### config.mk
export PLATFORM = sky130hd
export DESIGN_NAME = byte_uart
export DESIGN_NICKNAME = d
export VERILOG_FILES = /design/src/rtl/byte_uart_pkg.sv /design/src/rtl/byte_uart_tick.sv /design/src/rtl/byte_uart_tx.sv /design/src/rtl/byte_uart_rx.sv /design/src/rtl/byte_uart.sv
export SDC_FILE = /design/constraint.sdc
export NUM_CORES = 1
export LEC_CHECK = 0
export BUFFER_PORTS_ARGS = -buffer_cell sky130_fd_sc_hd__buf_2
export CAP_MARGIN = 5
export CORE_ASPECT_RATIO = 0.6
export CORE_MARGIN = 1
export CORE_UTILIZATION = 49
export DETAILED_ROUTE_END_ITERATION = 10
export HOLD_SLACK_MARGIN = 0.05
export PLACE_DENSITY = 0.69
export SYNTH_ARGS = -nofsm -noshare
export SYNTH_HDL_FRONTEND = slang
export SYNTH_SLANG_ARGS = --single-unit
### constraint.sdc
create_clock -name clk -period 2.1 [get_ports clk]
set_clock_uncertainty 0.1 [all_clocks]
set_input_delay 0.105 -clock clk [delete_from_list [all_inputs] [get_ports clk]]
set_output_delay 0.105 -clock clk [all_outputs]
set_load 0.02 [all_outputs]
### src/rtl/byte_uart_pkg.sv
package byte_uart_pkg;

    localparam int DATA_W      = 8;
    localparam int DIV_W       = 2 * DATA_W;
    localparam int OVERSAMPLE  = 4;
    localparam int SYNC_STAGES = 2;
    localparam int ID_COUNT    = 4;

    localparam int STAT_TXE = 7;
    localparam int STAT_RXE = 5;
    localparam int STAT_OVF = 1;

    typedef enum logic [2:0] {
        IX_ID0  = 3'd0,
        IX_ID1  = 3'd1,
        IX_ID2  = 3'd2,
        IX_ID3  = 3'd3,
        IX_DATA = 3'd4,
        IX_STAT = 3'd5,
        IX_DIVL = 3'd6,
        IX_DIVH = 3'd7
    } reg_ix_e;

    typedef struct packed {
        logic tx_empty;
        logic rx_empty;
        logic overflow;
    } stat_t;

    function automatic logic [DATA_W-1:0] pack_status(stat_t s);
        logic [DATA_W-1:0] b;
        b           = '0;
        b[STAT_TXE] = s.tx_empty;
        b[STAT_RXE] = s.rx_empty;
        b[STAT_OVF] = s.overflow;
        return b;
    endfunction

endpackage

### src/rtl/byte_uart_tick.sv
module byte_uart_tick #(
    parameter int DIV_W = 16
) (
    input  logic             clk,
    input  logic             rst,
    input  logic [DIV_W-1:0] div,
    output logic             tick
);
    logic [DIV_W-1:0] cnt;

    assign tick = (cnt >= div);

    always_ff @(posedge clk) begin
        if (rst)       cnt <= '0;
        else if (tick) cnt <= '0;
        else           cnt <= cnt + 1'b1;
    end
endmodule

### src/rtl/byte_uart_tx.sv
module byte_uart_tx #(
    parameter int DATA_W = 8,
    parameter int OS     = 4
) (
    input  logic              clk,
    input  logic              rst,
    input  logic              tick,
    input  logic              load,
    input  logic [DATA_W-1:0] din,
    output logic              line,
    output logic              busy
);
    localparam int SUB_W  = $clog2(OS);
    localparam int LAST   = DATA_W + 1;
    localparam int NBIT_W = $clog2(LAST + 1);

    logic [DATA_W:0]     shreg;
    logic [SUB_W-1:0]    sub;
    logic [NBIT_W-1:0]   nbit;

    always_ff @(posedge clk) begin
        if (rst) begin
            line  <= 1'b1;
            busy  <= 1'b0;
            shreg <= '1;
            sub   <= '0;
            nbit  <= '0;
        end else if (load && !busy) begin
            line  <= 1'b0;
            shreg <= {1'b1, din};
            sub   <= '0;
            nbit  <= '0;
            busy  <= 1'b1;
        end else if (busy && tick) begin
            if (sub == SUB_W'(OS - 1)) begin
                sub <= '0;
                if (nbit == NBIT_W'(LAST)) begin
                    busy <= 1'b0;
                end else begin
                    line  <= shreg[0];
                    shreg <= {1'b1, shreg[DATA_W:1]};
                    nbit  <= nbit + 1'b1;
                end
            end else begin
                sub <= sub + 1'b1;
            end
        end
    end
endmodule

### src/rtl/byte_uart_rx.sv
module byte_uart_rx #(
    parameter int DATA_W = 8,
    parameter int OS     = 4
) (
    input  logic              clk,
    input  logic              rst,
    input  logic              tick,
    input  logic              line,
    output logic              done,
    output logic [DATA_W-1:0] dout
);
    localparam int SUB_W  = $clog2(OS);
    localparam int MID    = OS / 2;
    localparam int LAST   = DATA_W + 1;
    localparam int NBIT_W = $clog2(LAST + 1);

    logic                active;
    logic                armed;
    logic [SUB_W-1:0]    sub;
    logic [NBIT_W-1:0]   nbit;
    logic [DATA_W-1:0]   shreg;

    assign dout = shreg;

    always_ff @(posedge clk) begin
        done <= 1'b0;
        if (rst) begin
            active <= 1'b0;
            armed  <= 1'b1;
            sub    <= '0;
            nbit   <= '0;
            shreg  <= '0;
        end else if (tick) begin
            if (!active) begin
                if (!armed) begin
                    if (line) armed <= 1'b1;
                end else if (!line) begin
                    active <= 1'b1;
                    sub    <= SUB_W'(1);
                    nbit   <= '0;
                end
            end else begin
                sub <= sub + 1'b1;
                if (sub == SUB_W'(MID)) begin
                    nbit <= nbit + 1'b1;
                    if (nbit == '0) begin
                        if (line) active <= 1'b0;
                    end else if (nbit == NBIT_W'(LAST)) begin
                        active <= 1'b0;
                        if (line) done  <= 1'b1;
                        else      armed <= 1'b0;
                    end else begin
                        shreg <= {line, shreg[DATA_W-1:1]};
                    end
                end
            end
        end
    end
endmodule

### src/rtl/byte_uart.sv
module byte_uart
    import byte_uart_pkg::*;
#(
    parameter logic [7:0] ID0 = 8'h55,
    parameter logic [7:0] ID1 = 8'h41,
    parameter logic [7:0] ID2 = 8'h52,
    parameter logic [7:0] ID3 = 8'h54
) (
    input  logic       clk,
    input  logic       rst,
    input  logic       bus_sel,
    input  logic       bus_wr,
    input  logic [2:0] bus_addr,
    input  logic [7:0] bus_wdata,
    output logic [7:0] bus_rdata,
    input  logic       ser_rx,
    output logic       ser_tx
);
    localparam logic [DATA_W-1:0] ID_WORDS [ID_COUNT] = '{ID0, ID1, ID2, ID3};

    logic [DATA_W-1:0]      div_lo, div_hi;
    logic [DATA_W-1:0]      hold;
    logic                   rx_full, ovf;
    logic                   tick, tx_busy, rx_done;
    logic [DATA_W-1:0]      rx_byte;
    logic [SYNC_STAGES-1:0] rx_sync;
    logic [DATA_W-1:0]      stat_byte;
    logic                   wr_data, rd_data;
    reg_ix_e                ix;

    assign ix      = reg_ix_e'(bus_addr);
    assign wr_data = bus_sel &&  bus_wr && ix == IX_DATA;
    assign rd_data = bus_sel && !bus_wr && ix == IX_DATA;

    always_ff @(posedge clk) begin
        if (rst) begin
            div_lo <= '0;
            div_hi <= '0;
        end else if (bus_sel && bus_wr) begin
            if (ix == IX_DIVL) div_lo <= bus_wdata;
            if (ix == IX_DIVH) div_hi <= bus_wdata;
        end
    end

    always_ff @(posedge clk) begin
        if (rst) rx_sync <= '1;
        else     rx_sync <= {rx_sync[SYNC_STAGES-2:0], ser_rx};
    end

    byte_uart_tick #(.DIV_W(DIV_W)) u_tick (
        .clk (clk),
        .rst (rst),
        .div ({div_hi, div_lo}),
        .tick(tick)
    );

    byte_uart_tx #(.DATA_W(DATA_W), .OS(OVERSAMPLE)) u_tx (
        .clk (clk),
        .rst (rst),
        .tick(tick),
        .load(wr_data),
        .din (bus_wdata),
        .line(ser_tx),
        .busy(tx_busy)
    );

    byte_uart_rx #(.DATA_W(DATA_W), .OS(OVERSAMPLE)) u_rx (
        .clk (clk),
        .rst (rst),
        .tick(tick),
        .line(rx_sync[SYNC_STAGES-1]),
        .done(rx_done),
        .dout(rx_byte)
    );

    always_ff @(posedge clk) begin
        if (rst) begin
            hold    <= '0;
            rx_full <= 1'b0;
            ovf     <= 1'b0;
        end else if (rx_done) begin
            hold    <= rx_byte;
            rx_full <= 1'b1;
            ovf     <= rd_data ? 1'b0 : (ovf | rx_full);
        end else if (rd_data) begin
            rx_full <= 1'b0;
            ovf     <= 1'b0;
        end
    end

    assign stat_byte = pack_status('{tx_empty: !tx_busy, rx_empty: !rx_full, overflow: ovf});

    always_comb begin
        case (ix)
            IX_DATA: bus_rdata = hold;
            IX_STAT: bus_rdata = stat_byte;
            IX_DIVL: bus_rdata = div_lo;
            IX_DIVH: bus_rdata = div_hi;
            default: bus_rdata = ID_WORDS[bus_addr[1:0]];
        endcase
    end
endmodule

==> results.toml, run 1 <==
[detailed_routing]
drc = 0
avgViaCountPerCell = 5.634
wirelength_um = 11160
route.vias.total = 3679
dr.first_iter.drc_count = 283
wire_per_inst_um = 17.08
dr.pass1.iters = 9
ant_nets = 0

[logic_synthesis]
yosys.area_share.simple_pct = 20.08
syn-num-nets = 503
syn-instance-count = 459
synth_top_family_by_area = "simple AND/OR/NAND/NOR gates"
synthFlopType = "dfxtp_1"
synth_xor_area_share_pct = 2.260
netlist_area_mm2 = 0.003876
synth.avg_cell_area_um2 = 8.445
synth_mux_area_share_pct = 5.423
ys_warn_count = 0
ys_async_sr_fraction_pct = 0
synth_compound_area_share_pct = 17.72
synthDistinctLibCells = 53
ys_seq_area_share_pct = 39.77
synthAdderAreaFrac_pct = 9.038
ys_ff_latch = 77
synth-edff-count = 0

[place]
dp_cells = 613
port_buffers = 24
hpwl_um = 7416
place_congestion = 0.9028
place_area_mm2 = 0.004417

[floorplanning]
chipHeight_um = 70.90
num_rows = 24
initial_utilization_pct = 52.05
ioPinCount = 25
core_mm2 = 0.007447
fp.dieArea_mm2 = 0.008282
die_w_um = 116.8

[clock_network]
cts_buffers = 9
cts_tree = "built"
htree_num_levels = 3
root_buffer = "clkbuf_16"
cts.path.max_buffers = 2
clock-sinks = 77
clock_latency_ns = 0.34
path_clk_slew_ns = 0.06

[final_layout]
fin_util_pct = 72.77
syn2layout_area_growth_pct = 39.80
final_cell_mix = "dfxtp_1, nand2_1, buf_4"
fin_cells = 653
layout_commonest_cell = "dfxtp_1"
drive_gt1_share_pct = 33.15
diodes = 0
final_cell_area_mm2 = 0.005419
fillers = 566
fin_nets = 590

[pwr]
net-switching-power_uw = 799.7
p_int_uw = 2576
powerDensity_mw_per_mm2 = 623.0
power_frac_seq_pct = 44.3
p_comb_share_pct = 11.1
swShare_pct = 23.69
max-vdd-ir-drop_v = 0.0004136
fin_total_pwr_uw = 3376
cellLeakagePower_uw = 0.002027
pwr-share-clk_pct = 44.6

[critical_path]
cp_max_fo = 4
cp.arrival_ns = 2.57
slowest_stage = "dfxtp_2"
cp-start-kind = "flop"
cp.required_ns = 2.23
cpMostUsedCell = "buf_4"
cp_cell_sequence = "inv_1 > ha_4 > nand4_1 > nor3_2 > a32oi_2 > buf_4 > a21oi_4 > buf_4 > buf_6 > a21oi_2 > a211o_1"
critPathKind = "flop to flop"
cp-end-kind = "flop"
critPathMaxStageDelay_ns = 0.32

[global_routing]
gr-total-overflow = 0
antenna_found_initial = 0
first_global_vias = 3508
grt_pass1_wl_um = 16970
grt_max_degree = 41
grtUsageTotal_pct = 27.16

[sta]
min_period_ns = 2.441
worst_pin_slew_ns = 0.8219
setup_viol = 49
rsz0062_at_grt = "true"
clock.fmax_mhz = 409.7
period_share_pct = 116.2
hold_slack_ns = 0.05702
drv_slew = 0
finalHoldViolations = 0
relSlewSlack_pct = 45.21
setup_ws_ns = -0.3410

[worst_hold_path]
hold_class = "input pin to flop"

[run_status]
violations = "negative setup slack"
outcome = "complete, but fails checks"

[job]
maxCapViolCount = 0
worst paths after layout:
path | slack, ns | end | from | cells past startpoint
worst max-delay path | -0.34 | u_tx.line | div_hi[3] | 11
worst min-delay path | 0.06 | rx_full | bus_addr[2] | 4
worst max register to register | -0.34 | u_tx.line | div_hi[3] | 11
worst min register to register | 0.31 | rx_sync[1] | rx_sync[0] | 1
routing by layer:
metal / vias to the layer above / track usage [%] / routed length [um]
met5: - / 0 / 0
met4: 0 / 9.705 / 187
met3: 18 / 5.913 / 797
met2: 142 / 41.16 / 5042
met1: 1732 / 38.05 / 5129
li1: 1787 / - / -
power by group through the flow:
stage / combinational, uW / sequential [uW] / clock [uW]
5_1_grt: 398 / 1500 / 1580
3_3_place_gp: 255 / 1520 / 0
6_report: 374 / 1500 / 1510
2_1_floorplan: 168 / 1520 / 0
4_1_cts: 311 / 1490 / 1520
3_5_place_dp: 261 / 1520 / 0
Yosys cell counts (all sizes together), types with 2 or more instances:
cell type | number | area, um2
nand2 | 54 | 202.7
and2 | 4 | 25.02
o21ai | 12 | 60.05
nand3b | 2 | 15.01
dfxtp | 77 | 1541
or2 | 3 | 18.77
nand2b | 4 | 32.53
a211o | 2 | 17.52
and3 | 5 | 31.28
a22oi | 4 | 30.03
nand3 | 9 | 45.04
clkbuf | 17 | 73.82
xnor2 | 5 | 43.79
nor4 | 2 | 12.51
nor3 | 17 | 85.08
nor2 | 49 | 183.9
a222oi | 6 | 60.06
a211oi | 12 | 90.09
inv | 32 | 120.1
xor2 | 5 | 43.79
nand4 | 7 | 43.79
a21oi | 37 | 192.7
a31oi | 4 | 25.02
ha | 28 | 350.3
mux2i | 21 | 210.2
or3 | 8 | 50.05
a31o | 2 | 17.52
and4 | 2 | 17.52
o211ai | 3 | 22.52
buf | 4 | 27.52
a21boi | 8 | 60.06
cells by family after synthesis:
logic type / after synthesis
muxes: 21
adders and majority gates: 28
DFF: 77
and+or+nand+nor: 168
AOI/OAI and AO/OA: 102
buffers and inverters: 53
xor gates and xnor gates: 10
registers in the layout, indices dropped and copies added (netlist names), 2 cells and up:
signal	cells
div_lo	8
u_rx.dout	8
u_tx.nbit	4
rx_sync	2
hold	8
u_rx.nbit	4
u_tx.shreg	8
u_tick.cnt	16
u_tx.sub	2
u_rx.sub	2
div_hi	8
critical path, delay by kind of cell, from the launching register on:
kind | cells | cell delay [ns]
AOI/OAI and AO/OA | 4 | 0.70
buffers and inverters | 4 | 0.48
and+or+nand+nor | 2 | 0.45
DFF | 1 | 0.32
adders and majority gates | 1 | 0.27
timing repair:
action,in CTS,in global routing
setup endpoints to repair,49,49
hold buffers,12,0
resized for setup,39,71
pin swaps,18,28
hold endpoints to repair,19,0
cloned,1,1
setup buffers,4,9
cell type report:
cell class              count  area [um2]  area share (%)
multi-input cells         329        2539           46.85
inverters                  32       120.1           2.217
repair buffers             97       789.5           14.57
clock inverters             2       35.03          0.6465
flip-flops and latches     77        1559           28.77
clock buffers              12       246.5           4.549
well taps                 104       130.1           2.401
stage by stage:
step	setup TNS (ns)	worst slack (ns)
6_report	-8.651	-0.3410
5_1_grt	-10.68	-0.3795
4_1_cts	-7.784	-0.2127
3_5_place_dp	-10.22	-0.2938
3_3_place_gp	-5.705	-0.1922
2_1_floorplan	-2.727	-0.1165
No activity file was read; power rests on OpenSTA's default activity.
==> run 2, diff against run 1 <==
--- a/config.mk
+++ b/config.mk
@@ -12,7 +12,7 @@
 export CORE_UTILIZATION = 49
 export DETAILED_ROUTE_END_ITERATION = 10
 export HOLD_SLACK_MARGIN = 0.05
-export PLACE_DENSITY = 0.69
+export PLACE_DENSITY = 0.67
 export SYNTH_ARGS = -nofsm -noshare
 export SYNTH_HDL_FRONTEND = slang
 export SYNTH_SLANG_ARGS = --single-unit
==> constraint.sdc (replaced) <==
create_clock -name clk -period 2.7 [get_ports clk]
set_clock_uncertainty 0.1 [all_clocks]
set_input_delay 0.135 -clock clk [delete_from_list [all_inputs] [get_ports clk]]
set_output_delay 0.135 -clock clk [all_outputs]
set_load 0.02 [all_outputs]
==> run 2 against run 1 <==
Net effect:
- the flow now finishes without violations
- register-to-register slack better by 0.52 ns
- via count decreased by 8.6%
- flip-flop and latch count did not move
- core utilization down 13 points
- worst setup slack improved by 0.52 ns
- wire length is 16% lower
- die area did not move
- critical path depth decreased by 3
- fmax down 3.2%
- critical path type unchanged
==> results.toml, run 2 (same netlist as run 1, synthesis figures left out) <==
[run_status]
outcome = "completed"

[sta]
rsz0062_at_grt = "true"
setup_viol = 0
clock.fmax_mhz = 396.5
relSlewSlack_pct = 47.47
period_share_pct = 93.41
min_period_ns = 2.522
worst_pin_slew_ns = 0.7880
finalHoldViolations = 0
drv_slew = 0

[clock_network]
root_buffer = "clkbuf_16"
cts_buffers = 9
cts_tree = "built"
cts.path.max_buffers = 2
path_clk_slew_ns = 0.05
clock-sinks = 77
clock_latency_ns = 0.33
htree_num_levels = 3

[floorplanning]
core_mm2 = 0.007447
initial_utilization_pct = 52.05
ioPinCount = 25
num_rows = 24
chipHeight_um = 70.90
fp.dieArea_mm2 = 0.008282
die_w_um = 116.8

[pwr]
max-vdd-ir-drop_v = 0.0004909
cellLeakagePower_uw = 0.001662
powerDensity_mw_per_mm2 = 549.5

[final_layout]
fin_util_pct = 60.13
syn2layout_area_growth_pct = 15.53
multiInputGateArea_mm2 = 0.002116
fin_nets = 536
fin_cells = 601
drive_gt1_share_pct = 11.07
final_cell_mix = "dfxtp_1, nand2_1, nor2_1"
layout_commonest_cell = "dfxtp_1"
register_area_mm2 = 0.001541
diodes = 0
fillers = 675
largest_register_ffs = 16
top_register = "u_tick.cnt"

[critical_path]
critPathLaunch = "u_tick.cnt[0]"
critPathKind = "flop to flop"
regToRegStartpoint = "u_tick.cnt[0]"
cp-start-kind = "flop"
cp_max_fo = 7
cp-end-kind = "flop"
cp.arrival_ns = 2.62
cp.required_ns = 2.80

[detailed_routing]
drc = 0
ant_nets = 0
avgViaCountPerCell = 5.596
wire_per_inst_um = 15.55
dr.pass1.iters = 5
dr.first_iter.drc_count = 276
route.vias.total = 3363
wirelength_um = 9343

[worst_hold_path]
worstHoldStart = "bus_sel"
hold_class = "input pin to flop"

[global_routing]
antenna_found_initial = 0
use_met1_pct = 36.80
grt_max_degree = 47
grt_pass1_wl_um = 15500
grt_use_met3_pct = 6.769
grt_use_met2_pct = 35.57
globalRoute.busiestLayer = "met1"
gr-total-overflow = 0
grtUsageTotal_pct = 24.86
first_global_vias = 3122

[job]
maxCapViolCount = 0

[place]
dp_cells = 576
port_buffers = 24
hpwl_um = 6816
place_congestion = 0.8182
==> run 2: timing repair <==
| action | 4_1_cts | 5_1_grt |
|---|---|---|
| hold buffers | 9 | 0 |
| setup buffers | 0 | 0 |
| resized for setup | 0 | 1 |
| hold endpoints to repair | 18 | 0 |
| endpoints found under the setup margin | 0 | 2 |
==> run 2: stage by stage <==
stage          power, uW  worst slack [ns]  area, um2  setup TNS, ns  hold slack, ns
6_report            2461            0.1778       4478              0         0.06379
5_1_grt             2559          -0.01982       4478       -0.01982         0.06689
4_1_cts             2483            0.1181       4476              0         0.05055
3_5_place_dp        1361            0.1356       4113              0          0.2212
3_3_place_gp        1357            0.1893       4113              0          0.2198
2_1_floorplan       1309            0.3987       3876              0          0.1388
==> run 2: cell type report <==
cell class | count | share of cell area (%)
multi-input combinational | 329 | 47.25
sequential | 77 | 34.42
timing repair buffer | 43 | 6.650
clock buffer | 15 | 5.979
tap | 104 | 2.906
inverter | 32 | 2.682
clock inverter | 1 | 0.1118
==> run 2: where the power goes <==
| group | leakage [uW] | switching (uW) | total (uW) | internal (uW) |
|---|---|---|---|---|
| registers | 0.000622 | 12.2 | 1160 | 1150 |
| logic | 0.000906 | 120 | 188 | 68.1 |
| clock network | 0.000134 | 438 | 1110 | 672 |
==> run 2: metal layers <==
layer  part of all wire [%]  vias to the layer above
met5                      0                        -
met4                    1.1                        0
met3                    7.8                       10
met2                     40                       96
met1                     51                     1569
li1                       -                     1688
==> run 2: worst paths after layout <==
check / endpoint / slack [ns] / depth (start not counted)
hold / removal: ovf / 0.06 / 4
setup / recovery: u_tx.shreg[0] / 0.18 / 8
setup reg to reg: u_tx.shreg[0] / 0.18 / 8
hold reg to reg: rx_sync[1] / 0.31 / 1
==> run 2: critical path: stages (launching register included) <==
cell       delay, ns
dfxtp_1         0.36
inv_1           0.06
ha_1            0.26
nand2b_4        0.13
a2111o_1        0.44
a32oi_2         0.38
a21oi_2         0.18
a2111oi_0       0.39
a211oi_1        0.09
==> run 3, diff against run 2 <==
--- a/config.mk
+++ b/config.mk
@@ -9,10 +9,10 @@
 export CAP_MARGIN = 5
 export CORE_ASPECT_RATIO = 0.6
 export CORE_MARGIN = 1
-export CORE_UTILIZATION = 49
+export CORE_UTILIZATION = 36
 export DETAILED_ROUTE_END_ITERATION = 10
+export GPL_ROUTABILITY_DRIVEN = 0
 export HOLD_SLACK_MARGIN = 0.05
-export PLACE_DENSITY = 0.67
 export SYNTH_ARGS = -nofsm -noshare
 export SYNTH_HDL_FRONTEND = slang
 export SYNTH_SLANG_ARGS = --single-unit
==> run 3 against run 2 <==
Net effect:
- non-clock buffer count is 1 higher
- flip-flop and latch count is the same
- sequential power barely moved
- largest power group is now clock
- highest routed layer unchanged
==> results.toml, run 3 (same netlist as run 1, synthesis figures left out) <==
[run_status]
outcome = "completed"

[global_routing]
use_met1_pct = 26.70
grt_max_degree = 31
grt_pass1_wl_um = 15570
grtUsageTotal_pct = 18.36
grt_use_met3_pct = 5.617
grt_use_met2_pct = 25.56
antenna_found_initial = 0
gr-total-overflow = 0
first_global_vias = 3055
globalRoute.busiestLayer = "met1"

[floorplanning]
initial_utilization_pct = 38.15
chipHeight_um = 82.38
core_mm2 = 0.01016
fp.dieArea_mm2 = 0.01120
die_w_um = 136.0
num_rows = 28
ioPinCount = 25

[clock_network]
path_clk_slew_ns = 0.06
cts_buffers = 9
root_buffer = "clkbuf_16"
cts.path.max_buffers = 2
clock-sinks = 77
cts_tree = "built"
htree_num_levels = 3
clock_latency_ns = 0.33

[sta]
clock.fmax_mhz = 392.0
tns_ns = 0
setup_ws_ns = 0.1489
drv_slew = 0
finalHoldViolations = 0
setup_viol = 0
relSlewSlack_pct = 58.44
min_period_ns = 2.551
worst_pin_slew_ns = 0.6234
period_share_pct = 94.49

[detailed_routing]
dr.first_iter.drc_count = 272
ant_nets = 0
wire_per_inst_um = 14.97
dr.pass1.iters = 5
drc = 0
route.vias.total = 3365
avgViaCountPerCell = 5.316
wirelength_um = 9474

[pwr]
swShare_pct = 22.02
p_int_uw = 2077
powerDensity_mw_per_mm2 = 581.1
power_frac_seq_pct = 43.6
net-switching-power_uw = 586.6
max-vdd-ir-drop_v = 0.0003321
pwr-share-clk_pct = 49.2
p_comb_share_pct = 7.2
cellLeakagePower_uw = 0.001690

[place]
post-place-ws_ns = 0.07132
hpwl_um = 6982
dp_cells = 606
port_buffers = 24

[final_layout]
final_cell_mix = "dfxtp_1, nand2_1, nor2_1"
diodes = 0
top_register = "u_tick.cnt"
fin_nets = 537
drive_gt1_share_pct = 11.45
largest_register_ffs = 16
syn2layout_area_growth_pct = 18.24
layout_commonest_cell = "dfxtp_1"
fin_util_pct = 45.11
fin_cells = 633

[critical_path]
critPathMaxStageDelay_ns = 0.44
cp.required_ns = 2.84
cp_cell_sequence = "inv_1 > ha_1 > nand2b_4 > a2111o_1 > a32oi_2 > a21oi_1 > or2_1 > o211ai_1"
cp-start-kind = "flop"
critPathKind = "flop to flop"
cp-end-kind = "flop"
cp.arrival_ns = 2.70
slowest_stage = "a2111o_1"
cp_max_fo = 4

[job]
maxCapViolCount = 0

[worst_hold_path]
hold_class = "input pin to flop"
-- run 3: repair_timing --
action	CTS	global route
endpoints found under the setup margin	0	3
resized for setup	0	1
endpoints found under the hold margin	19	0
hold buffers	11	0
buffers inserted	0	0
-- run 3: critical path, delay by kind of cell (launching register included) --
family	cells	cell delay, ns
compound gates	4	1.25
fa+ha+maj	1	0.27
buf+inv	1	0.07
flops	1	0.37
simple gates	2	0.42
-- run 3: stage by stage --
step	area [um2]	total power [uW]	hold WS [ns]
after floorplan	3876	1309	0.1388
after global placement	4144	1362	0.2193
after detailed placement	4144	1364	0.2195
after CTS	4581	2695	0.07319
after global routing	4583	2772	0.09698
final	4583	2663	0.08715
-- run 3: final timing paths --
| check | from | endpoint | slack (ns) | cells after the start |
|---|---|---|---|---|
| min | bus_wr | rx_full | 0.09 | 4 |
| min reg2reg | rx_sync[0] | rx_sync[1] | 0.31 | 1 |
| max reg2reg | u_tick.cnt[0] | u_rx.nbit[3] | 0.15 | 8 |
| max | u_tick.cnt[0] | u_rx.nbit[3] | 0.15 | 8 |
-- run 3: per-layer routing --
| layer | vias up | wire length, um |
|---|---|---|
| met5 | - | 0 |
| met4 | 0 | 110 |
| met3 | 11 | 743 |
| met2 | 104 | 3627 |
| met1 | 1574 | 4991 |
| li1 | 1676 | - |
-- run 3: final cells by class --
class                           count  area [um2]
Clock buffer                       12       256.5
Clock inverter                      4       70.07
Fill cell                        1023        5577
Inverter                           32       120.1
Multi-Input combinational cell    329        2116
Sequential cell                    77        1541
Tap cell                          135       168.9
Timing Repair Buffer               44       310.3
-- run 3: power by group through the flow --
stage                     Sequential (uW)  Combinational, uW  Clock, uW
after global routing                 1160                212       1400
after detailed placement             1190                178          0
final                                1160                192       1310
after global placement               1190                176          0
after CTS                            1160                190       1340
after floorplan                      1180                125          0
